[src/rtl/i2c_bit_pkg.sv]
package i2c_bit_pkg;

    typedef enum logic [1:0] {
        OP_START = 2'd0,
        OP_STOP  = 2'd1,
        OP_SEND  = 2'd2,
        OP_RECV  = 2'd3
    } op_e;

    typedef enum logic [1:0] {
        RES_OK      = 2'd0,
        RES_TIMEOUT = 2'd1,
        RES_ARB     = 2'd2,
        RES_WEDGED  = 2'd3
    } res_e;

    typedef enum logic [2:0] {
        PH_IDLE,
        PH_SETUP,
        PH_STRETCH,
        PH_HIGH,
        PH_START_LOW,
        PH_STOP_REL
    } phase_e;

endpackage

[src/rtl/i2c_line_sync.sv]
module i2c_line_sync #(
    parameter int LINES  = 2,
    parameter int STAGES = 2
) (
    input  logic             clk,
    input  logic             rst_n,
    input  logic [LINES-1:0] raw,
    output logic [LINES-1:0] synced
);
    for (genvar g = 0; g < LINES; g++) begin : g_line
        logic [STAGES-1:0] chain;
        always_ff @(posedge clk or negedge rst_n) begin
            if (!rst_n) chain <= '1;
            else        chain <= {chain[STAGES-2:0], raw[g]};
        end
        assign synced[g] = chain[STAGES-1];
    end
endmodule

[src/rtl/i2c_phase_timer.sv]
module i2c_phase_timer #(
    parameter int W = 24
) (
    input  logic         clk,
    input  logic         rst_n,
    input  logic         clr,
    input  logic [W-1:0] limit,
    output logic         hit
);
    logic [W-1:0] cnt;

    assign hit = (cnt >= limit);

    always_ff @(posedge clk or negedge rst_n) begin
        if (!rst_n)    cnt <= '0;
        else if (clr)  cnt <= '0;
        else if (!hit) cnt <= cnt + 1'b1;
    end
endmodule

[src/rtl/i2c_bit_engine.sv]
module i2c_bit_engine
    import i2c_bit_pkg::*;
#(
    parameter int SETTLE_W  = 16,
    parameter int STRETCH_W = 24
) (
    input  logic                 clk,
    input  logic                 rst_n,
    input  logic                 op_valid,
    input  logic [1:0]           op_code,
    input  logic                 op_bit,
    input  logic [SETTLE_W-1:0]  settle_cycles,
    input  logic [STRETCH_W-1:0] stretch_limit,
    input  logic                 sda_in,
    input  logic                 scl_in,
    output logic                 sda_oe,
    output logic                 scl_oe,
    output logic                 busy,
    output logic                 done,
    output logic [1:0]           status,
    output logic                 rx_bit,
    output logic                 stop_warn
);
    localparam int TW = (SETTLE_W > STRETCH_W) ? SETTLE_W : STRETCH_W;

    phase_e phase_q, phase_d;
    op_e    op_q, op_d;
    res_e   res_q, res_d;
    logic   bit_q, bit_d;
    logic   sda_oe_q, sda_oe_d, scl_oe_q, scl_oe_d;
    logic   done_q, done_d, rx_q, rx_d, warn_q, warn_d;

    logic [1:0]    lines_s;
    logic          sda_s, scl_s;
    logic          tmr_clr, tmr_hit;
    logic [TW-1:0] tmr_limit;

    i2c_line_sync #(.LINES(2), .STAGES(2)) u_sync (
        .clk    (clk),
        .rst_n  (rst_n),
        .raw    ({scl_in, sda_in}),
        .synced (lines_s)
    );
    assign sda_s = lines_s[0];
    assign scl_s = lines_s[1];

    i2c_phase_timer #(.W(TW)) u_timer (
        .clk   (clk),
        .rst_n (rst_n),
        .clr   (tmr_clr),
        .limit (tmr_limit),
        .hit   (tmr_hit)
    );

    assign tmr_limit = (phase_q == PH_STRETCH) ? TW'(stretch_limit) : TW'(settle_cycles);
    assign tmr_clr   = (phase_q == PH_IDLE) || (phase_d != phase_q);

    // next-state and next-output logic
    always_comb begin
        phase_d  = phase_q;
        op_d     = op_q;
        bit_d    = bit_q;
        res_d    = res_q;
        sda_oe_d = sda_oe_q;
        scl_oe_d = scl_oe_q;
        rx_d     = rx_q;
        warn_d   = warn_q;
        done_d   = 1'b0;
        unique case (phase_q)
            PH_IDLE: begin
                if (op_valid) begin
                    op_d    = op_e'(op_code);
                    bit_d   = op_bit;
                    warn_d  = 1'b0;
                    phase_d = PH_SETUP;
                    unique case (op_e'(op_code))
                        OP_STOP: sda_oe_d = 1'b1;
                        OP_SEND: sda_oe_d = ~op_bit;
                        default: sda_oe_d = 1'b0;
                    endcase
                end
            end
            PH_SETUP: begin
                if (tmr_hit) begin
                    if (op_q == OP_SEND && bit_q && !sda_s) begin
                        res_d   = RES_WEDGED;
                        done_d  = 1'b1;
                        phase_d = PH_IDLE;
                    end else begin
                        scl_oe_d = 1'b0;
                        phase_d  = PH_STRETCH;
                    end
                end
            end
            PH_STRETCH: begin
                if (scl_s) begin
                    if (op_q == OP_RECV) rx_d = sda_s;
                    phase_d = PH_HIGH;
                end else if (tmr_hit) begin
                    res_d   = RES_TIMEOUT;
                    done_d  = 1'b1;
                    phase_d = PH_IDLE;
                end
            end
            PH_HIGH: begin
                if (tmr_hit) begin
                    unique case (op_q)
                        OP_START: begin
                            if (!sda_s) begin
                                res_d   = RES_ARB;
                                done_d  = 1'b1;
                                phase_d = PH_IDLE;
                            end else begin
                                sda_oe_d = 1'b1;
                                phase_d  = PH_START_LOW;
                            end
                        end
                        OP_STOP: begin
                            sda_oe_d = 1'b0;
                            phase_d  = PH_STOP_REL;
                        end
                        OP_SEND: begin
                            if (bit_q && !sda_s) begin
                                res_d = RES_WEDGED;
                            end else begin
                                res_d    = RES_OK;
                                scl_oe_d = 1'b1;
                            end
                            done_d  = 1'b1;
                            phase_d = PH_IDLE;
                        end
                        default: begin
                            res_d    = RES_OK;
                            scl_oe_d = 1'b1;
                            done_d   = 1'b1;
                            phase_d  = PH_IDLE;
                        end
                    endcase
                end
            end
            PH_START_LOW: begin
                if (tmr_hit) begin
                    scl_oe_d = 1'b1;
                    res_d    = RES_OK;
                    done_d   = 1'b1;
                    phase_d  = PH_IDLE;
                end
            end
            PH_STOP_REL: begin
                if (tmr_hit) begin
                    warn_d  = ~sda_s;
                    res_d   = RES_OK;
                    done_d  = 1'b1;
                    phase_d = PH_IDLE;
                end
            end
            default: phase_d = PH_IDLE;
        endcase
    end

    // state register
    always_ff @(posedge clk or negedge rst_n) begin
        if (!rst_n) begin
            phase_q <= PH_IDLE;
            op_q    <= OP_START;
            bit_q   <= 1'b0;
        end else begin
            phase_q <= phase_d;
            op_q    <= op_d;
            bit_q   <= bit_d;
        end
    end

    // output registers
    always_ff @(posedge clk or negedge rst_n) begin
        if (!rst_n) begin
            sda_oe_q <= 1'b0;
            scl_oe_q <= 1'b0;
            done_q   <= 1'b0;
            res_q    <= RES_OK;
            rx_q     <= 1'b0;
            warn_q   <= 1'b0;
        end else begin
            sda_oe_q <= sda_oe_d;
            scl_oe_q <= scl_oe_d;
            done_q   <= done_d;
            res_q    <= res_d;
            rx_q     <= rx_d;
            warn_q   <= warn_d;
        end
    end

    assign sda_oe    = sda_oe_q;
    assign scl_oe    = scl_oe_q;
    assign busy      = (phase_q != PH_IDLE);
    assign done      = done_q;
    assign status    = res_q;
    assign rx_bit    = rx_q;
    assign stop_warn = warn_q;

    a_r3_done_single: assert property (@(posedge clk) disable iff (!rst_n)
        done |=> !done);
    a_r2_idle_quiet: assert property (@(posedge clk) disable iff (!rst_n)
        (!busy && !op_valid) |=> ($stable(sda_oe) && $stable(scl_oe) && !busy));
    a_r2_busy_holds_op: assert property (@(posedge clk) disable iff (!rst_n)
        busy |=> $stable(op_q));
    a_r5_scl_free_in_stretch: assert property (@(posedge clk) disable iff (!rst_n)
        (phase_q == PH_STRETCH) |-> !scl_oe);
    a_r8_warn_is_soft: assert property (@(posedge clk) disable iff (!rst_n)
        (done && stop_warn) |-> (status == RES_OK));
    a_r6_start_leaves_low: assert property (@(posedge clk) disable iff (!rst_n)
        (done && status == RES_OK && op_q == OP_START) |-> (sda_oe && scl_oe));
    a_r11_timeout_releases: assert property (@(posedge clk) disable iff (!rst_n)
        (done && status == RES_TIMEOUT) |-> !scl_oe);

endmodule

[config.mk]
export PLATFORM = sky130hd
export DESIGN_NAME = i2c_bit_engine
export DESIGN_NICKNAME = d
export VERILOG_FILES = /design/src/rtl/i2c_bit_pkg.sv /design/src/rtl/i2c_line_sync.sv /design/src/rtl/i2c_phase_timer.sv /design/src/rtl/i2c_bit_engine.sv
export SDC_FILE = /design/constraint.sdc
export NUM_CORES = 1
export LEC_CHECK = 0
export BUFFER_PORTS_ARGS = -buffer_cell sky130_fd_sc_hd__buf_2
export CORE_ASPECT_RATIO = 1.5
export CORE_MARGIN = 4
export CORE_UTILIZATION = 55
export DETAILED_ROUTE_END_ITERATION = 12
export GPL_ROUTABILITY_DRIVEN = 0
export PLACE_DENSITY = 0.79
export RECOVER_POWER = 50
export SKIP_CTS_REPAIR_TIMING = 1
export SYNTH_ARGS = -nofsm -noshare
export SYNTH_HDL_FRONTEND = slang
export SYNTH_SLANG_ARGS = --single-unit
[constraint.sdc]
create_clock -name clk -period 3.6 [get_ports clk]
set_input_delay 0.18 -clock clk [delete_from_list [all_inputs] [get_ports clk]]
set_output_delay 0.18 -clock clk [all_outputs]
set_load 0.02 [all_outputs]
==> impl_results.md, run 1 <==
* Die ar. at 6130 um^2
* Hold Slack at 155 ps
* WL met2 at 3080 um
* CTS clk-pin slew, worst paths at 90 ps
* Post-synth net total at 361
* Post-route DRC at 0
* Wire per inst at 14.3 um
* CP required at 3820 ps
* Routed via count at 2281
* Final setup vio count at 0
* Status: complete, but fails checks
* Worst slew pin tran at 2130 ps
* Setup_tns at 0 ps
* Commonest non-fill, non-tap cell in the layout: buf_2
* Critical Path AT at 3390 ps
* Worst Hold Launch: op_bit
* CP Capture Type: register
* Clk buf depth at 2
* Clk_skew at 12.1 ps
* Ratio of final minimum period to clock period at 0.880
* EDFF count, synth at 0
* Fmax at 316 MHz
* Initial Utilization at 0.563
* Async set-reset flop share out of synthesis at 1.00
* Synthesis-stage register bit count at 41
* Placed cells at 401
* Post-Syn Area at 2710 um^2
* Max Used Layer: met4
* Core area at 4810 um^2
* Peak VDD IR at 0.279 mV
* Largest area contributor in the netlist: dfrtp_1
* Yosys top cell area share at 0.342
* Initial antenna violation count at 0
* Slew HR at -0.423
* Post-layout min period at 3170 ps
* Tot GR Track Use at 0.211
* RSZ-0062 raised after global routing: false
* FF/Latch Area at 1030 um^2
* Cts bufs inserted at 5
* M1 WL at 2300 um
* Antenna viol nets, final at 0
* R2r setup slk at 430 ps
* Port bufs at 55
* Ys Warns at 0
* Largest net degree at the start of global routing at 42
* Top_reg_cell synth: dfrtp_1
* Crit path max fanout at 23
* Sequential area share after synthesis at 0.381
* Drt first pass iters at 4
* Hold path cells at 3
* Mapped Cells at 286
* Met3 WL at 299 um
* FP Rows at 31
* Critical path class: reg2reg
* Commonest non-fill, non-tap cells in the layout: buf_2, nand2_1, dfrtp_1
* Area Overhead vs Synth at 16.5%
* I/O Pins at 56
* WL final at 5860 um
* Grt ovf at 0
* FF-to-FF Start: phase_q[2]$_DFF_PN0_
* Via-per-instance ratio at 5.55
* 1st-iter DRT viols at 94
* H-tree Lvls at 2
* DP HPWL at 4600 um
* PwrDens at 387 nW/um^2
* Clock insertion delay at the later pin of the skew report at 300 ps
* Clock sinks at 41
* Mean area per synthesized cell at 9.47 um^2
* Global-route wire length before repair at 10200 um
* Failing checks: capacitance limit, slew limit
* Layout cells sized above 1 at 0.229
* Worst flop-to-flop path endpoint: u_timer.cnt[2]$_DFFE_PN0P_
* Final Cell Area at 3150 um^2
* Layout Cells excl Fill at 411
* Depth of the most critical reg-to-reg path at 11
* Max-cap violations at 1
* Final hold vios at 0
* HP Class: in2reg
* CTS tree: done
* Min-Delay Endpoint: bit_q$_DFFE_PN0P_
* Lkg Pwr at 1.59 nW
* CTS root buf: clkbuf_8
* Startpoint Class: register
* # nets final at 419
* Yosys cell types at 46
* Top post-synthesis cells by area: dfrtp_1, ha_1, mux2i_1, xor2_1, nand2_1
* Die Width at 65.3 um
* Multi-input gate area at 1610 um^2
* Final Max Slew Viols at 42
* # fillers at 421
* Vias in the first global route at 2355
* Pwr Total at 1.22 mW
* Diode count at 0
* Die Height at 93.9 um
* DP Area at 3050 um^2
==> flip-flops by register name (all words and copies together), names as in the netlist <==
name and count:
scl_oe 1, rx_bit 1, phase_q 3, done 1, stop_warn 1, status 2, u_timer.cnt 24, sda_oe 1
u_sync.g_line.chain 4, op_q 2, bit_q 1
==> how the worst max path moves through the flow <==
stage,startpoint,to,slack (ps),cells past startpoint
6_report,phase_q[2]$_DFF_PN0_,u_timer.cnt[2]$_DFFE_PN0P_,430,11
5_1_grt,phase_q[2]$_DFF_PN0_,u_timer.cnt[22]$_DFFE_PN0P_,170,11
4_1_cts,phase_q[2]$_DFF_PN0_,u_timer.cnt[2]$_DFFE_PN0P_,400,11
3_5_place_dp,phase_q[2]$_DFF_PN0_,u_timer.cnt[2]$_DFFE_PN0P_,420,11
3_3_place_gp,phase_q[2]$_DFF_PN0_,u_timer.cnt[8]$_DFFE_PN0P_,570,11
2_1_floorplan,phase_q[2]$_DFF_PN0_,status[0]$_DFFE_PN0P_,530,12
==> cell type report <==
| type | count | share of cell area |
|---|---|---|
| clock buffer | 5 | 0.0218 |
| multi-input combinational | 229 | 0.511 |
| inverter | 8 | 0.00952 |
| tap | 66 | 0.0262 |
| timing repair buffer | 59 | 0.0980 |
| clock inverter | 3 | 0.00674 |
| sequential | 41 | 0.327 |
==> Yosys cell counts, types with 4 or more instances <==
library cell and n:
dfrtp_1 37, nand2_1 37, nor2_1 32, ha_1 27, xor2_1 18, mux2i_1 16
a21oi_1 15, and3_1 9, o21ai_0 9, inv_1 8, nand3_1 8, nand4_1 6
and2_1 5, and4_1 4, buf_2 4, clkbuf_1 4, dfstp_2 4, nor3_1 4
xnor2_1 4
==> worst max-delay path, cell delays in order (launching register included) <==
cell      delay (ps)
dfrtp_1          470
nand2b_1         200
nor2_2           110
buf_4            210
mux2_2           350
ha_1             270
nor2b_1          110
o21ai_1           70
a41oi_1          400
o22a_4           260
nand3_2          390
nor2_1           250
==> power by group <==
part / internal (mW) / switching (mW) / total, mW
logic: 0.152 / 0.188 / 0.340
clock network: 0.138 / 0.169 / 0.306
registers: 0.512 / 0.0608 / 0.573
==> per-layer routing <==
| layer | GRT usage | vias up |
|---|---|---|
| met5 | 0 | - |
| met4 | 0.0952 | 0 |
| met3 | 0.0419 | 16 |
| met2 | 0.369 | 73 |
| met1 | 0.245 | 1065 |
| li1 | - | 1127 |
==> metrics by stage <==
stage | setup slack [ps] | utilization
after global placement | 566 | 0.633
after detailed placement | 424 | 0.633
after CTS | 404 | 0.652
after global routing | 174 | 0.656
after floorplan | 526 | -
final | 433 | 0.656
==> kinds of logic (layout without fill, tap and decap cells) <==
logic type	Yosys count	after routing	share of synthesized area
muxes	20	20	0.0758
AOI/OAI and AO/OA	44	44	0.111
xor gates and xnor gates	22	22	0.0712
DFF	41	41	0.381
and+or+nand+nor	116	116	0.213
adders and majority gates	27	27	0.125
buffers and inverters	16	75	0.0240
No activity file was read; power rests on OpenSTA's default activity.
==> run 2, diff against run 1 <==
Settings changed: REMOVE_ABC_BUFFERS from default to 1.
Clock period 3.6 ns to 3.4 ns, I/O delays scaled along.
==> run 2 against run 1 <==
Compared with the run above:
- the run still ends with capacitance limit, slew limit left
- hold slack worse by 8.8 ps
- utilization up 0.31 points
- die area unchanged
- critical endpoint is now stop_warn$_DFFE_PN0P_
- setup slack worse by 61 ps
- sequential share of layout area down 0.15 points
- largest cell class unchanged
- critical path depth unchanged
- sequential cell count unchanged
- cell count up 0.49%
- cell area up 0.48%
- first-iteration DRC count up 30%
- non-clock buffer count up 2
==> impl_results.md, run 2 (synthesis gave the netlist of run 1 again) <==
* Vias in the first global route at 2235 (was 2355)
* Critical Path AT at 3250 ps (was 3390 ps)
* Largest regs: u_timer.cnt x24, u_sync.g_line.chain x4, phase_q x3 (unchanged)
* Lkg Pwr at 1.60 nW (was 1.59 nW)
* Area Overhead vs Synth at 17.1% (was 16.5%)
* Clk buf depth at 2 (unchanged)
* Busiest grt layer: met2 (unchanged)
* Clk_skew at 9.20 ps (was 12.1 ps)
* Global-route wire length before repair at 9640 um (was 10200 um)
* CTS tree: done (unchanged)
* Peak VDD IR at 0.346 mV (was 0.279 mV)
* Diode count at 0 (unchanged)
* Die ar. at 6130 um^2 (unchanged)
* Clock insertion delay at the later pin of the skew report at 300 ps (about the same)
* DP HPWL at 4610 um (was 4600 um)
* Crit path max fanout at 10 (was 23)
* HP Class: in2reg (unchanged)
* Grt ovf at 0 (unchanged)
* H-tree Lvls at 2 (unchanged)
* CP required at 3620 ps (was 3820 ps)
* Antenna viol nets, final at 0 (unchanged)
* CP Capture Type: register (unchanged)
* Die Height at 93.9 um (unchanged)
* DP Area at 3060 um^2 (was 3050 um^2)
* Multi-input gate area at 1610 um^2 (unchanged)
* Setup_tns at 0 ps (unchanged)
* Final setup vio count at 0 (unchanged)
* I/O Pins at 56 (unchanged)
* # fillers at 442 (was 421)
* Commonest non-fill, non-tap cells in the layout: buf_2, nand2_1, dfrtp_1 (unchanged)
* FF/Latch Area at 1030 um^2 (unchanged)
* Layout cells sized above 1 at 0.228 (was 0.229)
* Final Max Slew Viols at 42 (unchanged)
* Tot GR Track Use at 0.205 (was 0.211)
* Grt met1 use at 0.223 (was 0.245)
* Max-cap violations at 1 (unchanged)
* Initial Utilization at 0.563 (unchanged)
* Placed cells at 403 (was 401)
* PwrDens at 409 nW/um^2 (was 387 nW/um^2)
* Post-layout min period at 3030 ps (was 3170 ps)
* Routed via count at 2289 (was 2281)
* Fmax at 330 MHz (was 316 MHz)
* Largest net degree at the start of global routing at 42 (unchanged)
* Slew HR at -0.439 (was -0.423)
* CTS clk-pin slew, worst paths at 70 ps (was 90 ps)
* Clock sinks at 41 (unchanged)
* WL final at 5870 um (was 5860 um)
* Worst slew pin tran at 2160 ps (was 2130 ps)
* Ratio of final minimum period to clock period at 0.891 (was 0.880)
* Die Width at 65.3 um (unchanged)
* 1st-iter DRT viols at 122 (was 94)
* Reg with most FFs: u_timer.cnt (unchanged)
* Commonest non-fill, non-tap cell in the layout: buf_2 (unchanged)
* Failing checks: capacitance limit, slew limit (unchanged)
* # nets final at 421 (was 419)
* Core area at 4810 um^2 (unchanged)
* FP Rows at 31 (unchanged)
* Final Cell Area at 3170 um^2 (was 3150 um^2)
* Critical path class: reg2reg (unchanged)
* Startpoint Class: register (unchanged)
* GR Util met3 at 0.0407 (was 0.0419)
* M2 GR Usage at 0.366 (was 0.369)
* Layout Cells excl Fill at 413 (was 411)
* Port bufs at 55 (unchanged)
* Cts bufs inserted at 5 (unchanged)
* Status: complete, but fails checks (unchanged)
* RSZ-0062 raised after global routing: false (unchanged)
* Post-route DRC at 0 (unchanged)
* Initial antenna violation count at 0 (unchanged)
* Wire per inst at 14.2 um (was 14.3 um)
* Final hold vios at 0 (unchanged)
* CTS root buf: clkbuf_8 (unchanged)
* Number of flip-flops in the largest register at 24 (unchanged)
* Drt first pass iters at 4 (unchanged)
* Via-per-instance ratio at 5.54 (was 5.55)
-- run 2: cell type report --
type,count,share of cell area
Multi-Input combinational cell,229,0.508
Sequential cell,41,0.325
Timing Repair Buffer,61,0.102
Clock buffer,8,0.0284
Tap cell,66,0.0261
Inverter,8,0.00947
-- run 2: stage by stage --
| step | power, mW | hold WS [ps] | utilization | setup slack (ps) |
|---|---|---|---|---|
| global placement | 0.960 | 275 | 0.636 | 476 |
| floorplan | 0.857 | -126 | - | 99.2 |
| detailed placement | 0.979 | 276 | 0.636 | 363 |
| CTS | 1.31 | -37.9 | 0.655 | 367 |
| finish | 1.30 | 146 | 0.659 | 372 |
| global route | 1.39 | 147 | 0.659 | 76.9 |
-- run 2: worst paths after layout --
path	startpoint	endpoint	slack [ps]	cells past startpoint
worst max-delay path	phase_q[2]$_DFF_PN0_	stop_warn$_DFFE_PN0P_	370	11
worst min-delay path	op_bit	bit_q$_DFFE_PN0P_	150	3
worst max register to register	phase_q[2]$_DFF_PN0_	stop_warn$_DFFE_PN0P_	370	11
worst min register to register	u_sync.g_line[1].chain[0]$_DFF_PN1_	u_sync.g_line[1].chain[1]$_DFF_PN1_	360	0
max in group asynchronous	rst_n	done$_DFF_PN0_	1670	1
min in group asynchronous	rst_n	u_timer.cnt[5]$_DFFE_PN0P_	490	1
-- run 2: power by group --
group | switching (mW) | internal, mW | leakage [nW] | total, mW
sequential | 0.0628 | 0.543 | 0.533 | 0.606
combinational | 0.196 | 0.164 | 1.02 | 0.360
clock | 0.166 | 0.166 | 0.0455 | 0.332
-- run 2: layer usage --
layer | wire (um) | share of wire | vias to the layer above
met5 | 0 | 0 | -
met4 | 196 | 0.033 | 0
met3 | 243 | 0.041 | 16
met2 | 3130 | 0.53 | 51
met1 | 2300 | 0.39 | 1096
li1 | - | - | 1126
-- run 2: worst max-delay path, stage by stage (launching register included) --
cell      delay (ps)
dfrtp_1          460
nand2b_1         200
nor2_2           110
buf_4            210
mux2i_1          240
ha_1             270
a211oi_1         230
o21ai_1           90
a41oi_1          430
o22ai_2          210
o211ai_1         270
mux2i_1          210
